### src/rtl/phy_csr_pkg.sv
package phy_csr_pkg;
  localparam int ADDR_W = 4;
  localparam int DATA_W = 8;

  localparam logic [ADDR_W-1:0] A_CTRL   = 4'd0;
  localparam logic [ADDR_W-1:0] A_STATUS = 4'd1;
  localparam logic [ADDR_W-1:0] A_SELECT = 4'd2;

  localparam logic [2:0] PAGE_PORT   = 3'd0;
  localparam logic [2:0] OFS_PSTAT   = 3'd0;
  localparam logic [2:0] OFS_INTEN   = 3'd1;

  localparam int C_WATCHDOG = 0;
  localparam int C_ACCEL    = 1;
  localparam int C_MULTI    = 2;
  localparam int C_SRST     = 3;

  localparam int S_LOOP  = 0;
  localparam int S_TMO   = 1;
  localparam int S_PWR   = 2;
  localparam int S_PEVT  = 3;
  localparam int N_STAT  = 4;
  localparam logic [N_STAT-1:0] STAT_RST = 4'b0100;

  typedef struct packed {
    logic fault;
    logic disabled;
    logic bias;
    logic connected;
  } port_stat_t;
endpackage

### src/rtl/csr_w1c_bit.sv
module csr_w1c_bit #(
  parameter logic RST_VAL = 1'b0
) (
  input  logic clk,
  input  logic rst_n,
  input  logic set_i,
  input  logic clr_i,
  output logic q_o
);
  logic q_d;

  always_comb begin
    q_d = q_o;
    if (clr_i) q_d = 1'b0;
    if (set_i) q_d = 1'b1;
  end

  always_ff @(posedge clk or negedge rst_n) begin
    if (!rst_n) q_o <= RST_VAL;
    else        q_o <= q_d;
  end
endmodule

### src/rtl/csr_port_monitor.sv
module csr_port_monitor #(
  parameter int NUM_PORTS = 3
) (
  input  logic                   clk,
  input  logic                   rst_n,
  input  logic [NUM_PORTS-1:0]   connected_i,
  input  logic [NUM_PORTS-1:0]   bias_i,
  input  logic [NUM_PORTS-1:0]   disabled_i,
  input  logic [NUM_PORTS-1:0]   fault_i,
  input  logic [NUM_PORTS-1:0]   int_en_i,
  output logic [NUM_PORTS*4-1:0] stat_o,
  output logic                   change_o
);
  import phy_csr_pkg::*;

  logic [NUM_PORTS-1:0] hit;

  for (genvar p = 0; p < NUM_PORTS; p++) begin : g_port
    port_stat_t cur_q, prev_q;
    port_stat_t cur_d;

    always_comb begin
      cur_d.connected = connected_i[p];
      cur_d.bias      = bias_i[p];
      cur_d.disabled  = disabled_i[p];
      cur_d.fault     = fault_i[p];
    end

    always_ff @(posedge clk or negedge rst_n) begin
      if (!rst_n) begin
        cur_q  <= '0;
        prev_q <= '0;
      end else begin
        cur_q  <= cur_d;
        prev_q <= cur_q;
      end
    end

    assign stat_o[p*4 +: 4] = cur_q;
    assign hit[p] = int_en_i[p] && (cur_q != prev_q);
  end

  assign change_o = |hit;
endmodule

### src/rtl/csr_window_mux.sv
module csr_window_mux #(
  parameter int NUM_PORTS = 3
) (
  input  logic [2:0]             page_i,
  input  logic [3:0]             port_i,
  input  logic [2:0]             ofs_i,
  input  logic [NUM_PORTS*4-1:0] stat_i,
  input  logic [NUM_PORTS-1:0]   int_en_i,
  output logic                   port_ok_o,
  output logic [7:0]             data_o
);
  import phy_csr_pkg::*;

  localparam logic [4:0] NP = 5'(NUM_PORTS);

  logic [3:0] sel_stat;
  logic       sel_ie;

  assign port_ok_o = (page_i == PAGE_PORT) && ({1'b0, port_i} < NP);

  always_comb begin
    sel_stat = '0;
    sel_ie   = 1'b0;
    for (int i = 0; i < NUM_PORTS; i++) begin
      if (port_i == 4'(i)) begin
        sel_stat = stat_i[i*4 +: 4];
        sel_ie   = int_en_i[i];
      end
    end
  end

  always_comb begin
    data_o = '0;
    if (port_ok_o) begin
      case (ofs_i)
        OFS_PSTAT: data_o = {4'b0, sel_stat};
        OFS_INTEN: data_o = {7'b0, sel_ie};
        default:   data_o = '0;
      endcase
    end
  end
endmodule

### src/rtl/phy_csr_file.sv
module phy_csr_file #(
  parameter int NUM_PORTS = 3
) (
  input  logic                 clk,
  input  logic                 rst_n,
  input  logic [3:0]           addr,
  input  logic [7:0]           wdata,
  input  logic                 wr_en,
  input  logic                 rd_en,
  output logic [7:0]           rdata,
  input  logic                 loop_pulse,
  input  logic                 arb_timeout_pulse,
  input  logic                 cable_pwr_ok,
  input  logic [NUM_PORTS-1:0] port_connected,
  input  logic [NUM_PORTS-1:0] port_bias,
  input  logic [NUM_PORTS-1:0] port_disabled,
  input  logic [NUM_PORTS-1:0] port_fault,
  input  logic [NUM_PORTS-1:0] port_resume,
  output logic                 short_reset_req,
  output logic                 accel_en,
  output logic                 multi_en
);
  import phy_csr_pkg::*;

  logic                   wdog_q, wdog_d;
  logic                   accel_q, accel_d;
  logic                   multi_q, multi_d;
  logic                   srst_q, srst_d;
  logic [2:0]             page_q, page_d;
  logic [3:0]             port_q, port_d;
  logic [NUM_PORTS-1:0]   int_en_q, int_en_d;
  logic                   pwr_cur_q, pwr_prev_q;
  logic [7:0]             rdata_q, rdata_d;

  logic [N_STAT-1:0]      stat_q, stat_set, stat_clr;
  logic [NUM_PORTS*4-1:0] port_stat;
  logic                   port_change;
  logic                   port_ok;
  logic [7:0]             win_data;

  logic wr_ctrl, wr_stat, wr_sel, wr_inten, in_window;

  assign in_window = addr[3];
  assign wr_ctrl   = wr_en && (addr == A_CTRL);
  assign wr_stat   = wr_en && (addr == A_STATUS);
  assign wr_sel    = wr_en && (addr == A_SELECT);
  assign wr_inten  = wr_en && in_window && (addr[2:0] == OFS_INTEN) && port_ok;

  csr_port_monitor #(.NUM_PORTS(NUM_PORTS)) u_mon (
    .clk         (clk),
    .rst_n       (rst_n),
    .connected_i (port_connected),
    .bias_i      (port_bias),
    .disabled_i  (port_disabled),
    .fault_i     (port_fault),
    .int_en_i    (int_en_q),
    .stat_o      (port_stat),
    .change_o    (port_change)
  );

  csr_window_mux #(.NUM_PORTS(NUM_PORTS)) u_win (
    .page_i    (page_q),
    .port_i    (port_q),
    .ofs_i     (addr[2:0]),
    .stat_i    (port_stat),
    .int_en_i  (int_en_q),
    .port_ok_o (port_ok),
    .data_o    (win_data)
  );

  always_comb begin
    stat_set         = '0;
    stat_set[S_LOOP] = loop_pulse;
    stat_set[S_TMO]  = arb_timeout_pulse;
    stat_set[S_PWR]  = pwr_prev_q && !pwr_cur_q;
    stat_set[S_PEVT] = port_change || (wdog_q && (|port_resume));
    stat_clr         = wr_stat ? wdata[N_STAT-1:0] : '0;
  end

  for (genvar s = 0; s < N_STAT; s++) begin : g_stat
    csr_w1c_bit #(.RST_VAL(STAT_RST[s])) u_bit (
      .clk   (clk),
      .rst_n (rst_n),
      .set_i (stat_set[s]),
      .clr_i (stat_clr[s]),
      .q_o   (stat_q[s])
    );
  end

  always_comb begin
    wdog_d   = wdog_q;
    accel_d  = accel_q;
    multi_d  = multi_q;
    srst_d   = 1'b0;
    page_d   = page_q;
    port_d   = port_q;
    int_en_d = int_en_q;
    if (wr_ctrl) begin
      wdog_d  = wdata[C_WATCHDOG];
      accel_d = wdata[C_ACCEL];
      multi_d = wdata[C_MULTI];
      srst_d  = wdata[C_SRST];
    end
    if (wr_sel) begin
      page_d = wdata[2:0];
      port_d = wdata[7:4];
    end
    for (int i = 0; i < NUM_PORTS; i++) begin
      if (wr_inten && (port_q == 4'(i))) int_en_d[i] = wdata[0];
    end
  end

  always_comb begin
    rdata_d = rdata_q;
    if (rd_en) begin
      rdata_d = '0;
      if (in_window) rdata_d = win_data;
      else begin
        case (addr)
          A_CTRL:   rdata_d = {5'b0, multi_q, accel_q, wdog_q};
          A_STATUS: rdata_d = {{(8-N_STAT){1'b0}}, stat_q};
          A_SELECT: rdata_d = {port_q, 1'b0, page_q};
          default:  rdata_d = '0;
        endcase
      end
    end
  end

  always_ff @(posedge clk or negedge rst_n) begin
    if (!rst_n) begin
      wdog_q     <= 1'b0;
      accel_q    <= 1'b0;
      multi_q    <= 1'b0;
      srst_q     <= 1'b0;
      page_q     <= '0;
      port_q     <= '0;
      int_en_q   <= '0;
      pwr_cur_q  <= 1'b0;
      pwr_prev_q <= 1'b0;
      rdata_q    <= '0;
    end else begin
      wdog_q     <= wdog_d;
      accel_q    <= accel_d;
      multi_q    <= multi_d;
      srst_q     <= srst_d;
      page_q     <= page_d;
      port_q     <= port_d;
      int_en_q   <= int_en_d;
      pwr_cur_q  <= cable_pwr_ok;
      pwr_prev_q <= pwr_cur_q;
      rdata_q    <= rdata_d;
    end
  end

  assign rdata           = rdata_q;
  assign short_reset_req = srst_q;
  assign accel_en        = accel_q;
  assign multi_en        = multi_q;
endmodule

### config.mk
export PLATFORM = sky130hd
export DESIGN_NAME = phy_csr_file
export DESIGN_NICKNAME = d
export VERILOG_FILES = /design/src/rtl/phy_csr_pkg.sv /design/src/rtl/csr_w1c_bit.sv /design/src/rtl/csr_port_monitor.sv /design/src/rtl/csr_window_mux.sv /design/src/rtl/phy_csr_file.sv
export SDC_FILE = /design/constraint.sdc
export NUM_CORES = 1
export LEC_CHECK = 0
export ABC_AREA = 1
export BUFFER_PORTS_ARGS = -buffer_cell sky130_fd_sc_hd__buf_2
export CAP_MARGIN = 20
export CORE_MARGIN = 2
export CORE_UTILIZATION = 58
export DETAILED_ROUTE_END_ITERATION = 10
export GPL_ROUTABILITY_DRIVEN = 0
export HOLD_SLACK_MARGIN = 0.08
export PLACE_DENSITY = 0.84
export SKIP_CTS_REPAIR_TIMING = 1
export SYNTH_ARGS = -nofsm -noshare
export SYNTH_HDL_FRONTEND = slang
export SYNTH_SLANG_ARGS = --single-unit
### constraint.sdc
create_clock -name clk -period 3.6 [get_ports clk]
set_input_delay 0.18 -clock clk [delete_from_list [all_inputs] [get_ports clk]]
set_output_delay 0.18 -clock clk [all_outputs]
set_load 0.02 [all_outputs]
==> qor.csv, run 1 <==
metric,value,unit
status,finished clean,
syn2layout_area_growth,24.1,%
fmax,720,MHz
synth_warnings,0,
multiInputGateArea,792,sq um
drv_slew,0,
swShare,0.259,
arrival,1.61,ns
drtAntennaViolNets,0,
die_x,65.7,um
die_area,4310,sq um
design.core.area,3660,sq um
p_total,1.22,mW
p_int,0.907,mW
cts_made_buffers,5,
reg2reg_from,port_q[2],
dr.pass1.iters,5,
startpoint_type,flip-flop,
crit_top_cell,nand3_1,
final_area,2740,sq um
fin_setup_tns,0,ns
die_h,65.7,um
seqCellArea,1300,sq um
via_count,1761,
worst_ep_required_time,3.82,ns
synth_seq_cells,52,
power_density,447,nW/um^2
path_delay_family,simple AND/OR/NAND/NOR gates,
antenna_cells,0,
skew,0.00706,ns
placed_cells,321,
synthesis.area_per_instance,9.50,sq um
power_frac_comb,0.143,
clock-root-buffer,clkbuf_8,
finalSetupViolCount,0,
rsz0062_at_grt,false,
fin_nets,329,
wl_per_cell,13.0,um
crit_path_cell_trace,"nor2_4, nand3_1, nor3_2, nand3_1, a21oi_1",
period_share,0.386,
clkTransAtPathRegs,0.08,ns
drt_iter0_markers,94,
leakage,1.31,nW
tritoncts,yes,
critPathSlowestCell,dfrtp_1,
hold_violations,0,
hpwl,3230,um
synthesis.nets,266,
viasPerCell,5.12,
switchingPower,0.316,mW
power_frac_seq,0.546,
synth_cell_types,25,
crit_start,port_q[2],
start_util,0.602,
io_buffers,44,
cp-end-kind,flip-flop,
synth_cells,232,
clockPowerShare,0.311,
crit_fanout,14,
hp-class,primary input to flip-flop,
drc,0,
path_class,flip-flop to flip-flop,
antenna_found_initial,0,
cp.buffers_inverters,0,
htreeDepth,2,
cpPeakStageDelay,0.41,ns
netlist_area,2200,sq um
nFillCells,268,
setup_slack,2.21,ns
min_period,1.39,ns
grt_max_degree,53,
cts_max_path_buffers,2,
io_pins,45,
layout-drive-gt1-share,0.226,
grt_pass1_vias,1692,
maxCapViolations,0,
clkLatencyLatePin,0.30,ns
grt_overflow_total,0,
instances_no_fill,344,
cts_num_sinks,52,
grt_pass1_wl,7310,um
totalWireLength,4470,um
slew_headroom,0.646,
grtUsageTotal,0.227,
ir_drop,355,uV
rows,22,
dp_slack,2.24,ns
tightest_slew,0.531,ns
synth-seq-area-share,0.591,
min_from,arb_timeout_pulse,
placed_area,2470,sq um
[layer usage]
metal  global-route usage  wire, um  vias up
met5                    0         0        -
met4               0.0807        44        0
met2                0.371      2290       51
met3               0.0599       238        6
li1                     -         -      871
met1                0.293      1890      833
[power groups by stage]
stage / registers [mW] / clock network [mW] / logic, mW
floorplan: 0.684 / 0 / 0.0877
global placement: 0.678 / 0 / 0.156
detailed placement: 0.680 / 0 / 0.160
CTS: 0.668 / 0.384 / 0.161
global route: 0.675 / 0.412 / 0.199
finish: 0.668 / 0.380 / 0.175
[kinds of logic (layout without fill, tap and decap cells)]
group,Yosys count,in the layout,share of synthesized area
and+or+nand+nor,110,110,0.235
DFF,52,52,0.591
AOI/OAI and AO/OA,30,30,0.0766
buffers and inverters,28,92,0.0499
xor gates and xnor gates,12,12,0.0477
[stage by stage]
step                       util  hold slack, ns
after floorplan               -          -0.116
after global placement    0.674           0.288
after detailed placement  0.674           0.289
after CTS                 0.703         -0.0207
after global routing      0.747          0.0845
final                     0.747          0.0607
[path summary, 6_finish.rpt]
kind                                       endpoint  slack (ns)  cells past startpoint
worst max-delay path                       rdata[2]        2.21                      5
worst min-delay path            g_stat[1].u_bit.q_o        0.06                      3
worst max register to register             rdata[2]        2.21                      5
worst min register to register           pwr_prev_q        0.39                      0
max in group asynchronous                 port_q[1]        2.69                      3
min in group asynchronous           u_mon.stat_o[2]        0.39                      2
[cell type report]
class	instances	share of cell area
Tap cell	48	0.0220
Timing Repair Buffer	59	0.139
Sequential cell	52	0.476
Clock inverter	1	0.0110
Inverter	25	0.0343
Clock buffer	7	0.0279
Multi-Input combinational cell	152	0.290
[state kept, by name (all words and copies together) (netlist names)]
name / count
wdog_q: 1
short_reset_req: 1
port_q: 4
pwr_prev_q: 1
multi_en: 1
pwr_cur_q: 1
u_mon.g_port.prev_q: 12
rdata: 8
page_q: 3
int_en_q: 3
accel_en: 1
u_mon.stat_o: 12
g_stat.u_bit.q_o: 4
[cell usage in the layout, fill, tap and decap left out]
cell	netlist	routed
dfrtp_1	51	51
buf_2	1	44
nand2_1	42	42
nand3_1	27	27
inv_1	23	23
nor2_1	22	22
dlygate4sd3_1	0	14
o21ai_0	11	11
xnor2_1	10	10
a21oi_1	8	8
o31ai_1	6	6
clkbuf_8	0	5
nor2_4	4	4
nor2_2	4	4
o21ai_1	4	4
nor3_1	3	3
nand2_2	2	2
xor2_1	2	2
nand4_1	2	2
inv_2	2	2
or2_0	2	2
clkbuf_1	1	2
nand3_2	1	1
nor3_2	1	1
a21oi_2	1	1
bufinv_16	0	1
dfstp_2	1	1
buf_12	0	1
[synth_stat cells]
cell type	instances	area, sq um
a21oi_1	8	40.0
a21oi_2	1	8.76
buf_2	1	5.00
buf_4	1	7.51
clkbuf_1	1	3.75
dfrtp_1	51	1280
dfstp_2	1	26.3
inv_1	23	86.3
inv_2	2	7.51
nand2_1	42	158
nand2_2	2	12.5
nand3_1	27	135
nand3_2	1	10.0
nand4_1	2	12.5
nor2_1	22	82.6
nor2_2	4	25.0
nor2_4	4	45.0
nor3_1	3	15.0
nor3_2	1	10.0
o21ai_0	11	55.1
o21ai_1	4	20.0
o31ai_1	6	45.0
or2_0	2	12.5
xnor2_1	10	87.6
xor2_1	2	17.5
[worst min-delay path, cell delays in order]
cell and delay [ns]:
buf_2 0.07, inv_1 0.03, nand2_1 0.05
Note: power is estimated with default switching activity, not from simulation.
==> inputs of run 2 (changes only) <==
--- a/config.mk
+++ b/config.mk
@@ -9,11 +9,11 @@
 export BUFFER_PORTS_ARGS = -buffer_cell sky130_fd_sc_hd__buf_2
 export CAP_MARGIN = 20
 export CORE_MARGIN = 2
-export CORE_UTILIZATION = 58
+export CORE_UTILIZATION = 54
 export DETAILED_ROUTE_END_ITERATION = 10
 export GPL_ROUTABILITY_DRIVEN = 0
 export HOLD_SLACK_MARGIN = 0.08
-export PLACE_DENSITY = 0.84
+export PLACE_DENSITY = 0.79
 export SKIP_CTS_REPAIR_TIMING = 1
 export SYNTH_ARGS = -nofsm -noshare
 export SYNTH_HDL_FRONTEND = slang
==> constraint.sdc (replaced) <==
create_clock -name clk -period 1.3 [get_ports clk]
set_input_delay 0.065 -clock clk [delete_from_list [all_inputs] [get_ports clk]]
set_output_delay 0.065 -clock clk [all_outputs]
set_load 0.02 [all_outputs]
==> run 2 against run 1 <==
  * The flow now finishes with violations (negative setup slack)
  * Clock power is 140% higher
  * Sequential cell count unchanged
  * Fmax is 5.5% higher
  * Critical path type unchanged
  * Via count rose by 5.8%
  * Cell count up 5.5%
  * Utilization shrank 1.1 points
  * Design area rose by 6.9%
  * Clock skew rose by 0.0055 ns
  * Non-clock buffer count up 17
  * Highest routed layer unchanged
  * Power grew to 2.7 times the previous value
==> qor.csv, run 2 (synthesis results as in run 1) <==
metric,value,unit
grt_pass1_wl,6800,um
hold_violations,0,
drv_slew,0,
cp.buffers_inverters,1,
antenna_cells,0,
final_area,2920,sq um
period_share,1.01,
die_x,67.9,um
clockPowerShare,0.276,
clkTransAtPathRegs,0.10,ns
rsz0062_at_grt,true,
power_density,1150,nW/um^2
final_common_cell,dfrtp_1,
drtAntennaViolNets,0,
crit_path_cell_trace,"inv_2, nor2_4, nand2_2, or2_0, nand3_1, a21oi_1",
start_util,0.555,
grtUsageTotal,0.205,
tightest_slew,0.290,ns
fin_setup_tns,-0.0364,ns
hp-class,primary input to flip-flop,
worst_ep_required_time,1.51,ns
leakage,1.39,nW
min_period,1.32,ns
crit_start,port_q[1],
grt_pass1_vias,1519,
swShare,0.290,
layout-drive-gt1-share,0.265,
critPathSlowestCell,dfrtp_2,
tritoncts,yes,
p_total,3.36,mW
htreeDepth,2,
die_area,4610,sq um
hpwl,3300,um
totalWireLength,4770,um
min_from,port_resume[0],
switchingPower,0.974,mW
skew,0.0126,ns
via_count,1863,
status,finished with violations,
path_delay_family,simple AND/OR/NAND/NOR gates,
grt_max_degree,34,
power_frac_seq,0.555,
ir_drop,958,uV
slew_headroom,0.806,
cts_max_path_buffers,2,
path_class,flip-flop to flip-flop,
finalSetupViolCount,4,
clock-root-buffer,clkbuf_8,
io_pins,45,
reg2reg_from,port_q[1],
io_buffers,44,
viasPerCell,5.13,
violations,negative setup slack,
cpPeakStageDelay,0.47,ns
mostFrequentLayoutCells,"dfrtp_1, buf_2, nand2_1, dlygate4sd3_1, nand3_1",
arrival,1.52,ns
crit_fanout,7,
maxCapViolations,0,
p_int,2.38,mW
fmax,759,MHz
drt_iter0_markers,77,
setup_slack,-0.0169,ns
design.core.area,3970,sq um
startpoint_type,flip-flop,
wl_per_cell,13.1,um
cp-end-kind,flip-flop,
clkLatencyLatePin,0.31,ns
grt_overflow_total,0,
fin_nets,346,
power_frac_comb,0.169,
dr.pass1.iters,4,
die_h,67.9,um
placed_area,2510,sq um
rows,23,
cts_made_buffers,5,
drc,0,
antenna_found_initial,0,
cts_num_sinks,52,
syn2layout_area_growth,32.6,%
==> run 2: per-stage QoR <==
step / worst slack [ns] / hold WS [ns] / std cells / utilization
6_report: -0.0169 / 0.0579 / 363 / 0.736
5_1_grt: -0.0914 / 0.0902 / 363 / 0.736
4_1_cts: -0.0416 / -0.471 / 334 / 0.654
3_5_place_dp: -0.00961 / -0.126 / 326 / 0.631
2_1_floorplan: 0.0947 / -0.231 / 232 / -
3_3_place_gp: -0.00927 / -0.126 / 326 / 0.631
==> run 2: cell type report <==
type | count | area (sq um)
clock inverters | 3 | 22.5
fillers | 292 | 1050
multi-input cells | 152 | 830
well taps | 50 | 62.6
inverters | 25 | 93.8
clock buffers | 5 | 68.8
repair buffers | 76 | 542
flip-flops and latches | 52 | 1310
==> run 2: worst paths after layout <==
kind,end,slack (ns),depth (start not counted)
max,rdata[2],-0.02,6
min,g_stat[3].u_bit.q_o,0.06,5
max reg2reg,rdata[2],-0.02,6
min reg2reg,pwr_prev_q,0.39,0
max in group asynchronous,u_mon.stat_o[8],0.55,3
min in group asynchronous,u_mon.stat_o[9],0.26,3
==> run 2: layer usage <==
metal | track usage | share of wire | vias to the layer above
met5 | 0 | 0 | -
met4 | 0.113 | 0.023 | 0
li1 | - | - | 909
met1 | 0.283 | 0.43 | 874
met2 | 0.301 | 0.48 | 69
met3 | 0.0461 | 0.063 | 11
==> run 2: power by group through the flow <==
stage	clock [mW]	sequential, mW	combinational, mW
6_report	0.926	1.86	0.566
5_1_grt	1.02	1.88	0.628
4_1_cts	0.953	1.85	0.464
3_5_place_dp	0	1.88	0.460
3_3_place_gp	0	1.88	0.449
2_1_floorplan	0	1.89	0.243
==> run 2: worst register-to-register path, delay by kind of cell, from the launching register on <==
family          cells  cell delay [ns]
simple gates        4             0.59
compound gates      1             0.06
flops               1             0.47
buf+inv             1             0.09
